--- src/rtl/ptl_pkg.sv ---
package ptl_pkg;

  localparam int LINES = 7;
  localparam int NIB_W = 4;
  localparam int IDX_W = 5;
  localparam int SYNC_STAGES = 2;

  localparam logic [IDX_W-1:0] EOP_IDX = IDX_W'(16);
  localparam logic [IDX_W-1:0] NO_IDX  = '1;

  typedef enum logic {
    RX_WAIT   = 1'b0,
    RX_SETTLE = 1'b1
  } rx_state_e;

  // Wire pair for symbol index idx: pairs (i,j), i<j, in lexicographic order.
  function automatic logic [LINES-1:0] pair_of(input logic [IDX_W-1:0] idx);
    logic [LINES-1:0] m;
    int k;
    m = '0;
    k = 0;
    for (int i = 0; i < LINES; i++) begin
      for (int j = i + 1; j < LINES; j++) begin
        if (k == int'(idx)) begin
          m[i] = 1'b1;
          m[j] = 1'b1;
        end
        k++;
      end
    end
    return m;
  endfunction

  // Inverse lookup: index of a two-hot mask, NO_IDX when not two-hot.
  function automatic logic [IDX_W-1:0] index_of(input logic [LINES-1:0] m);
    logic [IDX_W-1:0] r;
    logic [LINES-1:0] cand;
    int k;
    r = NO_IDX;
    k = 0;
    for (int i = 0; i < LINES; i++) begin
      for (int j = i + 1; j < LINES; j++) begin
        cand = '0;
        cand[i] = 1'b1;
        cand[j] = 1'b1;
        if (m == cand) r = IDX_W'(k);
        k++;
      end
    end
    return r;
  endfunction

endpackage

--- src/rtl/ptl_sync.sv ---
module ptl_sync #(
  parameter int W = 1,
  parameter int STAGES = 2
) (
  input  logic         clk,
  input  logic         rst_n,
  input  logic [W-1:0] d,
  output logic [W-1:0] q
);

  logic [W-1:0] chain [STAGES];

  always_ff @(posedge clk or negedge rst_n) begin
    if (!rst_n) begin
      for (int s = 0; s < STAGES; s++) chain[s] <= '0;
    end else begin
      chain[0] <= d;
      for (int s = 1; s < STAGES; s++) chain[s] <= chain[s-1];
    end
  end

  assign q = chain[STAGES-1];

endmodule

--- src/rtl/ptl_tx.sv ---
module ptl_tx
  import ptl_pkg::*;
(
  input  logic             clk,
  input  logic             rst_n,
  input  logic             valid,
  input  logic             eop,
  input  logic [NIB_W-1:0] nibble,
  output logic             ready,
  output logic [LINES-1:0] wires,
  input  logic             ack_in
);

  logic             ack_s;
  logic             par_q, par_n;
  logic [LINES-1:0] wires_q, wires_n;
  logic             fire;
  logic [IDX_W-1:0] sym_idx;

  ptl_sync #(.W(1), .STAGES(SYNC_STAGES)) u_ack_sync (
    .clk   (clk),
    .rst_n (rst_n),
    .d     (ack_in),
    .q     (ack_s)
  );

  // Ready when every launched symbol has had its acknowledge returned.
  assign ready = (ack_s == par_q);
  assign fire  = valid && ready;

  always_comb begin
    sym_idx = eop ? EOP_IDX : {{(IDX_W-NIB_W){1'b0}}, nibble};
    wires_n = wires_q;
    par_n   = par_q;
    if (fire) begin
      wires_n = wires_q ^ pair_of(sym_idx);
      par_n   = ~par_q;
    end
  end

  always_ff @(posedge clk or negedge rst_n) begin
    if (!rst_n) begin
      wires_q <= '0;
      par_q   <= 1'b0;
    end else if (fire) begin
      wires_q <= wires_n;
      par_q   <= par_n;
    end
  end

  assign wires = wires_q;

endmodule

--- src/rtl/ptl_rx.sv ---
module ptl_rx
  import ptl_pkg::*;
(
  input  logic             clk,
  input  logic             rst_n,
  input  logic [LINES-1:0] lines_s,
  output logic             ack_out,
  output logic             valid,
  output logic             eop,
  output logic [NIB_W-1:0] nibble,
  output logic             err
);

  rx_state_e        st_q, st_n;
  logic [LINES-1:0] lvl_q, lvl_n;
  logic             ack_q, ack_n;
  logic             drop_q, drop_n;
  logic             vld_q, vld_n;
  logic             eop_q, eop_n;
  logic [NIB_W-1:0] nib_q, nib_n;
  logic             err_q, err_n;
  logic [LINES-1:0] diff;
  logic [2:0]       cnt;
  logic [IDX_W-1:0] idx;
  logic             bad;

  assign diff = lines_s ^ lvl_q;
  assign cnt  = 3'($countones(diff));
  assign idx  = index_of(diff);
  assign bad  = (cnt != 3'd2) || (idx > EOP_IDX);

  always_comb begin
    st_n   = st_q;
    lvl_n  = lvl_q;
    ack_n  = ack_q;
    drop_n = drop_q;
    vld_n  = 1'b0;
    eop_n  = eop_q;
    nib_n  = nib_q;
    err_n  = 1'b0;
    case (st_q)
      RX_WAIT: begin
        if (cnt >= 3'd2) st_n = RX_SETTLE;
      end
      RX_SETTLE: begin
        st_n  = RX_WAIT;
        lvl_n = lines_s;
        ack_n = ~ack_q;
        if (bad) begin
          err_n  = 1'b1;
          drop_n = 1'b1;
        end else if (idx == EOP_IDX) begin
          vld_n  = ~drop_q;
          eop_n  = 1'b1;
          drop_n = 1'b0;
        end else begin
          vld_n = ~drop_q;
          eop_n = 1'b0;
          nib_n = idx[NIB_W-1:0];
        end
      end
      default: st_n = RX_WAIT;
    endcase
  end

  always_ff @(posedge clk or negedge rst_n) begin
    if (!rst_n) begin
      st_q   <= RX_WAIT;
      lvl_q  <= '0;
      ack_q  <= 1'b0;
      drop_q <= 1'b0;
      vld_q  <= 1'b0;
      eop_q  <= 1'b0;
      nib_q  <= '0;
      err_q  <= 1'b0;
    end else begin
      st_q   <= st_n;
      lvl_q  <= lvl_n;
      ack_q  <= ack_n;
      drop_q <= drop_n;
      vld_q  <= vld_n;
      eop_q  <= eop_n;
      nib_q  <= nib_n;
      err_q  <= err_n;
    end
  end

  assign ack_out = ack_q;
  assign valid   = vld_q;
  assign eop     = eop_q;
  assign nibble  = nib_q;
  assign err     = err_q;

endmodule

--- src/rtl/pairtoggle_link.sv ---
module pairtoggle_link
  import ptl_pkg::*;
(
  input  logic             clk,
  input  logic             rst_n,
  input  logic             tx_valid,
  input  logic             tx_eop,
  input  logic [NIB_W-1:0] tx_nibble,
  output logic             tx_ready,
  output logic [LINES-1:0] tx_wires,
  input  logic             tx_ack_in,
  input  logic [LINES-1:0] rx_wires,
  output logic             rx_ack_out,
  output logic             rx_valid,
  output logic             rx_eop,
  output logic [NIB_W-1:0] rx_nibble,
  output logic             rx_err
);

  logic             rst_core_n;
  logic [LINES-1:0] rx_lines_s;

  // Reset asserts at once, releases on a clock edge.
  ptl_sync #(.W(1), .STAGES(2)) u_rst_sync (
    .clk   (clk),
    .rst_n (rst_n),
    .d     (1'b1),
    .q     (rst_core_n)
  );

  ptl_sync #(.W(LINES), .STAGES(SYNC_STAGES)) u_line_sync (
    .clk   (clk),
    .rst_n (rst_core_n),
    .d     (rx_wires),
    .q     (rx_lines_s)
  );

  ptl_tx u_tx (
    .clk    (clk),
    .rst_n  (rst_core_n),
    .valid  (tx_valid),
    .eop    (tx_eop),
    .nibble (tx_nibble),
    .ready  (tx_ready),
    .wires  (tx_wires),
    .ack_in (tx_ack_in)
  );

  ptl_rx u_rx (
    .clk     (clk),
    .rst_n   (rst_core_n),
    .lines_s (rx_lines_s),
    .ack_out (rx_ack_out),
    .valid   (rx_valid),
    .eop     (rx_eop),
    .nibble  (rx_nibble),
    .err     (rx_err)
  );

endmodule

--- config.mk ---
export PLATFORM = sky130hd
export DESIGN_NAME = pairtoggle_link
export DESIGN_NICKNAME = d
export VERILOG_FILES = /design/src/rtl/ptl_pkg.sv /design/src/rtl/ptl_sync.sv /design/src/rtl/ptl_tx.sv /design/src/rtl/ptl_rx.sv /design/src/rtl/pairtoggle_link.sv
export SDC_FILE = /design/constraint.sdc
export NUM_CORES = 1
export LEC_CHECK = 0
export BUFFER_PORTS_ARGS = -buffer_cell sky130_fd_sc_hd__buf_4
export CORE_MARGIN = 2
export CORE_UTILIZATION = 50
export DETAILED_ROUTE_END_ITERATION = 8
export GPL_TIMING_DRIVEN = 0
export PLACE_DENSITY = 0.71
export SETUP_SLACK_MARGIN = 0.1
export SYNTH_ARGS = -nofsm -noshare
export SYNTH_HDL_FRONTEND = slang
export SYNTH_SLANG_ARGS = --single-unit
--- constraint.sdc ---
create_clock -name clk -period 3.04 [get_ports clk]
set_clock_uncertainty 0.1 [all_clocks]
set_input_delay 0.152 -clock clk [delete_from_list [all_inputs] [get_ports clk]]
set_output_delay 0.152 -clock clk [all_outputs]
set_load 0.02 [all_outputs]
---- Yosys cells after proc, flatten, opt, wreduce, memory -nomap -nowiden ----
Cells that the tools add are included.
word-level totals
  input bits .............................. 16
  output and inout port bits .............. 16
  word-level logic and storage cells ...... 157
  register bits after elaboration ......... 43
operators by class
  add/subtract/negate cells ............... 6
  $lt $le $gt $ge ......................... 2
  bitwise operators ....................... 8
  eq/ne operators ......................... 44
  mux-type cells .......................... 74
  reductions and logical operators ........ 7
operators by type and width
  operator                                                                              number
  5-bit two-way mux                                                                     22
  5-bit == test (first input constant)                                                  13
  1-bit two-way mux                                                                     43
  7-bit == test (second input constant)                                                 6
  7-bit by 6-bit == test with 1-bit output (second input constant)                      5
  7-bit by 5-bit == test with 1-bit output (second input constant)                      4
  7-bit by 4-bit == test with 1-bit output (second input constant)                      3
  4-bit by 5-bit == test with 1-bit output (first input constant)                       4
  2-bit two-way mux                                                                     8
  7-bit by 3-bit == test with 1-bit output (second input constant)                      2
  7-bit XOR                                                                             2
  3-bit by 5-bit == test with 1-bit output (first input constant)                       2
  7-bit by 2-bit == test with 1-bit output (second input constant)                      1
  1-bit by 1-bit adder with 2-bit output                                                3
  3-bit adder                                                                           2
  1-bit inverter                                                                        6
  2-bit by 5-bit == test with 1-bit output (first input constant)                       1
  5-bit == test (second input constant)                                                 1
  5-bit > comparator (second input constant)                                            1
  5-bit logical NOT                                                                     1
  2-bit AND reduction                                                                   2
  3-bit by 1-bit adder with 3-bit output                                                1
  3-bit by 2-bit greater-or-equal comparator with 1-bit output (second input constant)  1
  3-bit by 2-bit inequality test with 1-bit output (second input constant)              1
  6 further kinds                                                                       6

---- Longest topological paths before layout ----
  word-level depth ........................ 27
  gate-level depth with buffers ........... 13

---- Cells and area by module ----
A second synthesis with hierarchy kept.
second synthesis, totals
  cells, all modules ...................... 220
  area total of the unflattened synthesis .. 2462.4 um^2
modules (own cells, without submodules)
  module                      area each (um^2)  cells an instance  times used  seq. area each (um^2)
  ptl_rx                      1422.6            141                1           425.4
  ptl_tx                      533.0             53                 1           200.2
  ptl_sync at u_line_sync     402.9             21                 1           350.3
  ptl_sync at u_rst_sync ...  50.0              2                  2           50.0
  pairtoggle_link             3.8               1                  1           0.0

---- Least setup slack after synthesis ----
OpenSTA, ideal clock, no wires.
  path type ............................... reg2reg
  start ................................... register u_rx.lvl_q[0]
  end ..................................... register u_rx.drop_q
  cell stages (with the launch flop) ...... 14
  library setup time ...................... 0.125 ns
  slack ................................... -0.649 ns
  arrival time ............................ 3.464 ns
  cells stage by stage .................... dfrtp_1 -> xnor2_2 -> ha_1 -> inv_1 -> fa_1 -> ha_1 -> fa_1 -> xor2_1 -> nor3b_1 -> o21ai_1 -> or4_1 -> a21oi_1 -> o2111ai_1 -> mux2_2
on the way
  word-level cells in the longest chain between the ends .. 27
  elaborated cells between the ends (all ways) .. 53
  those cells by class .................... 3 x add/sub; 1 x order compare; 23 x eq/ne; 22 x mux; 1 x bitwise; 3 x reduce/logical
ends and longest elaborated chain
  what                                      line           RTL
  from (decl)                               ptl_rx.sv:15   logic [LINES-1:0] lvl_q, lvl_n;
  from (signal assigned)                    ptl_rx.sv:78   lvl_q <= lvl_n;
  7-bit XOR (*)                             ptl_rx.sv:27   assign diff = lines_s ^ lvl_q;
  7-bit by 2-bit == test with 1-bit output  ptl_pkg.sv:46  if (m == cand) r = IDX_W'(k);
  5-bit two-way mux (21 in a row)           ptl_pkg.sv:46
  5-bit > comparator                        ptl_rx.sv:30   assign bad = (cnt != 3'd2) || (idx > EOP_IDX);
  1-bit logical OR                          ptl_rx.sv:30
  2-bit nonzero test (no source line)       --
  2-bit AND reduction (no source line)      --
  to (signal assigned)                      ptl_rx.sv:80   drop_q <= drop_n;
  to (decl)                                 ptl_rx.sv:17   logic drop_q, drop_n;
Mark *: on every way between the ends. The rest lies on a longest branch, timed or not.
A chain may end at the register's enable or synchronous reset.

---- Final worst setup path ----
  start ................................... register u_line_sync.chain (netlist bit u_line_sync.q[1])
  end ..................................... register u_rx.drop_q
on the way
  word-level cells in the longest chain between the ends .. 27
  elaborated cells between the ends (all ways) .. 53
  those cells by class .................... 3 x add/sub; 1 x order compare; 23 x eq/ne; 22 x mux; 1 x bitwise; 3 x reduce/logical
ends and longest elaborated chain
  what                                      line            RTL
  from (decl)                               ptl_sync.sv:11  logic [W-1:0] chain [STAGES];
  7-bit XOR (*)                             ptl_rx.sv:27
  7-bit by 2-bit == test with 1-bit output  ptl_pkg.sv:46
  5-bit two-way mux (21 in a row)           ptl_pkg.sv:46
  5-bit > comparator                        ptl_rx.sv:30
  1-bit logical OR                          ptl_rx.sv:30
  2-bit nonzero test (no source line)       --
  2-bit AND reduction (no source line)      --
Marked as above.

==> impl_metrics.csv <==
group,metric,value,unit
run_status,status,"complete, but fails checks",
run_status,violations,"setup timing",
timing,max-slew-margin-rel,43.63,%
floorplanning,die_y,73.48,um
layout,fin_cells,349,
logic_synthesis,yosysMostFrequentCell,"dfrtp_1",
floorplanning,row_count,25,
route,wl_per_cell,14.25,um
global_route,grt_overflow,0,
clock_tree,h-tree-depth,2,
floorplanning,start_util,51.44,%
layout,nets,320,
timing,drv_slew,0,
placement,placed_cell_area,2746,um2
floorplanning,dieWidth,73.48,um
setup_path,worstPathMaxFanout,4,
hold_path,holdCritPathClass,"primary input to asynchronous set/reset pin",
route,routed_via_density,5.590,
timing,rsz0062_at_grt,"true",
placement,gp_congestion,0.9426,
logic_synthesis,synth_cell_types,54,
route,drt-total-wl,4.974,mm
logic_synthesis,synth_edf_count,0,
logic_synthesis,synth.area.top_cells,"dfrtp_1 (45%), xor2_1 (4.0%), mux2_2 (3.7%), ha_1 (3.6%), nor2_1 (3.6%)",
logic_synthesis,async_reset_ff_share,100.0,%
floorplanning,io_pins,32,
clock_tree,clkTransAtPathRegs,80,ps
route,first_iter_violations,231,
global_route,grt_antenna_before_repair,0,
setup_path,critPathKind,"flip-flop to flip-flop",
pwr,vdd_ir_drop_max,576.4,uV
pwr,p_leak,1.361,nW
global_route,grt_pass1_vias,1833,
timing,period_share,120.4,%
floorplanning,die-area,5399,um2
pwr,p_per_area,1158,nW/um2
placement,dp_hpwl,3.417,mm
route,drc,0,
timing,max_freq,273.3,MHz
timing,setup_viol,8,
clock_tree,clkSinkCount,43,
layout,antennaDiodeCount,0,
setup_path,cp.arrival,3750,ps
global_route,gr-usage-all-layers,19.81,%
route,firstDrtPassIters,5,
timing,holdWs,62.29,ps
timing,worst_pin_slew,845.6,ps
global_route,grt_pass1_wl,8.328,mm
layout,drive_gt1_share,31.86,%
timing,hold_viol_final,0,
logic_synthesis,netlist_top_cells_count,"dfrtp_1 (43), nor2_1 (23), nand2_1 (22)",
logic_synthesis,yosysWarnings,0,
placement,port_buffers,29,
route,vias,1951,
clock_tree,clockBufferDepth,2,
clock_tree,cts-root-buf,"clkbuf_8",
route,ant_nets,0,
logic_synthesis,ys.flop_type,"dfrtp_1",
logic_synthesis,synthCells,236,
setup_path,crit_path_end_kind,"flip-flop",
logic_synthesis,yosys.area.top_type,"dfrtp_1",
logic_synthesis,syn_nets,262,
logic_synthesis,synth_top_area_share,44.58,%
setup_path,startpoint_type,"flip-flop",
clock_tree,cts_tree,"done",
logic_synthesis,avgSynthCellArea,10.23,um2
timing,setup_slack,-619.4,ps
logic_synthesis,netlist_area,2414,um2
global_route,grt_max_degree,42,
timing,min_period,3659,ps
logic_synthesis,ys_seq_area_share,44.58,%
clock_tree,insertion_delay,300,ps
floorplanning,core,4692,um2
layout,syn_to_final_growth,28.36,%
logic_synthesis,ys_ff_latch,43,
layout,fill_cells,369,
placement,dp_cells,319,
layout,fin_area,3098,um2
clock_tree,cts_buffers,5,
flow_run,max_cap_violations,0,
setup_path,crit_required,3130,ps
==> power by group <==
part | leakage, nW | internal [mW] | switching [mW]
sequential | 0.509 | 0.727 | 0.132
clock | 0.0412 | 0.161 | 0.196
combinational | 0.811 | 1.11 | 1.26
total | 1.36 | 2.00 | 1.59
==> per-layer routing <==
layer  up-vias  global-route usage (%)  share of wire (%)
met5         -                       0                  0
met4         0                   7.071                2.2
met3        14                   4.252                7.1
met2        92                   31.05                 48
met1       912                   27.24                 42
li1        933                       -                  -
==> cell families after synthesis <==
group | Yosys count | synth area share (%)
AO/OA/AOI/OAI | 44 | 12.60
multiplexers | 13 | 6.428
XOR/XNOR | 23 | 10.06
other | 1 | 0.1554
buffers and inverters | 20 | 3.577
adder cells (fa/ha/maj) | 10 | 6.117
flip-flops | 43 | 44.58
AND/OR/NAND/NOR | 82 | 16.49
==> cell type report <==
type	count	area, um2	share of cell area, %
multi-input combinational	173	1361	43.94
sequential	43	1077	34.77
timing repair buffer	51	411.6	13.29
clock buffer	6	72.57	2.342
tap	54	67.56	2.181
buffer	9	53.80	1.737
inverter	11	41.29	1.333
clock inverter	2	12.51	0.4039
==> flip-flops by register name, indices dropped and copies added, names as in the netlist, 4 cells and up <==
signal / flops
u_line_sync.chain: 7
u_line_sync.q: 7
u_rx.lvl_q: 7
u_rx.nibble: 4
u_tx.wires: 7
==> path summary, 6_finish.rpt <==
| path | start | end | slack [ps] | cells past startpoint |
|---|---|---|---|---|
| min reg2reg | u_line_sync.chain[12] | u_line_sync.q[5] | 250 | 0 |
| max reg2reg | u_line_sync.q[1] | u_rx.drop_q | -620 | 12 |
| max | u_line_sync.q[1] | u_rx.drop_q | -620 | 12 |
| max in group asynchronous | u_rst_sync.q | u_line_sync.q[5] | 2010 | 0 |
| min in group clk | tx_eop | u_tx.wires[3] | 90 | 4 |
| min | rst_n | u_rst_sync.q | 60 | 2 |
==> through the flow <==
stage	TNS [ps]	util, %	power, mW	setup WS (ps)
after floorplan	-1838	-	2.397	-407.5
after global placement	-4079	58.51	2.846	-693.5
after detailed placement	-4374	58.53	2.881	-733.5
after CTS	-3328	64.99	3.504	-601.0
after global routing	-4527	66.03	3.837	-756.8
final	-3447	66.03	3.587	-619.4
==> placed cells by master, fill, tap and decap left out, types with 2 or more instances in the layout <==
cell type and instances:
dfrtp_1 42, buf_4 41, nor2_1 22, nand2_1 22
a21oi_1 14, nand3_1 11, dlygate4sd3_1 10, xor2_1 9
inv_1 8, mux2_2 7, xnor2_2 6, clkbuf_1 6
ha_1 6, a211oi_1 5, clkbuf_8 5, nor3_1 4
xnor2_1 4, xor2_2 3, inv_2 3, buf_6 3
nand4_1 3, or2_2 3, mux2_4 3, and3_1 2
mux2i_1 2, o32ai_1 2, and2_1 2, nor2b_1 2
o21ai_0 2, o31ai_1 2, nand2b_1 2, a31oi_1 2
o21ai_2 2, fa_1 2
==> critical path, stage by stage (launching register included) <==
cell and delay, ps:
dfrtp_1 410, xor2_2 190, ha_1 290, inv_2 40, fa_1 480, ha_2 190
fa_2 540, nor3b_4 190, o21ai_1 100, or4_1 430, a21oi_2 140, o2111ai_2 160
mux2_4 310
==> what timing repair did <==
action | 4_1_cts | 5_1_grt
hold buffers | 10 | 0
setup endpoints to repair | 8 | 8
endpoints found under the hold margin | 11 | 0
setup buffers | 8 | 4
pin swaps | 6 | 2
resized for setup | 11 | 3
Note: power is estimated with default switching activity, not from simulation.
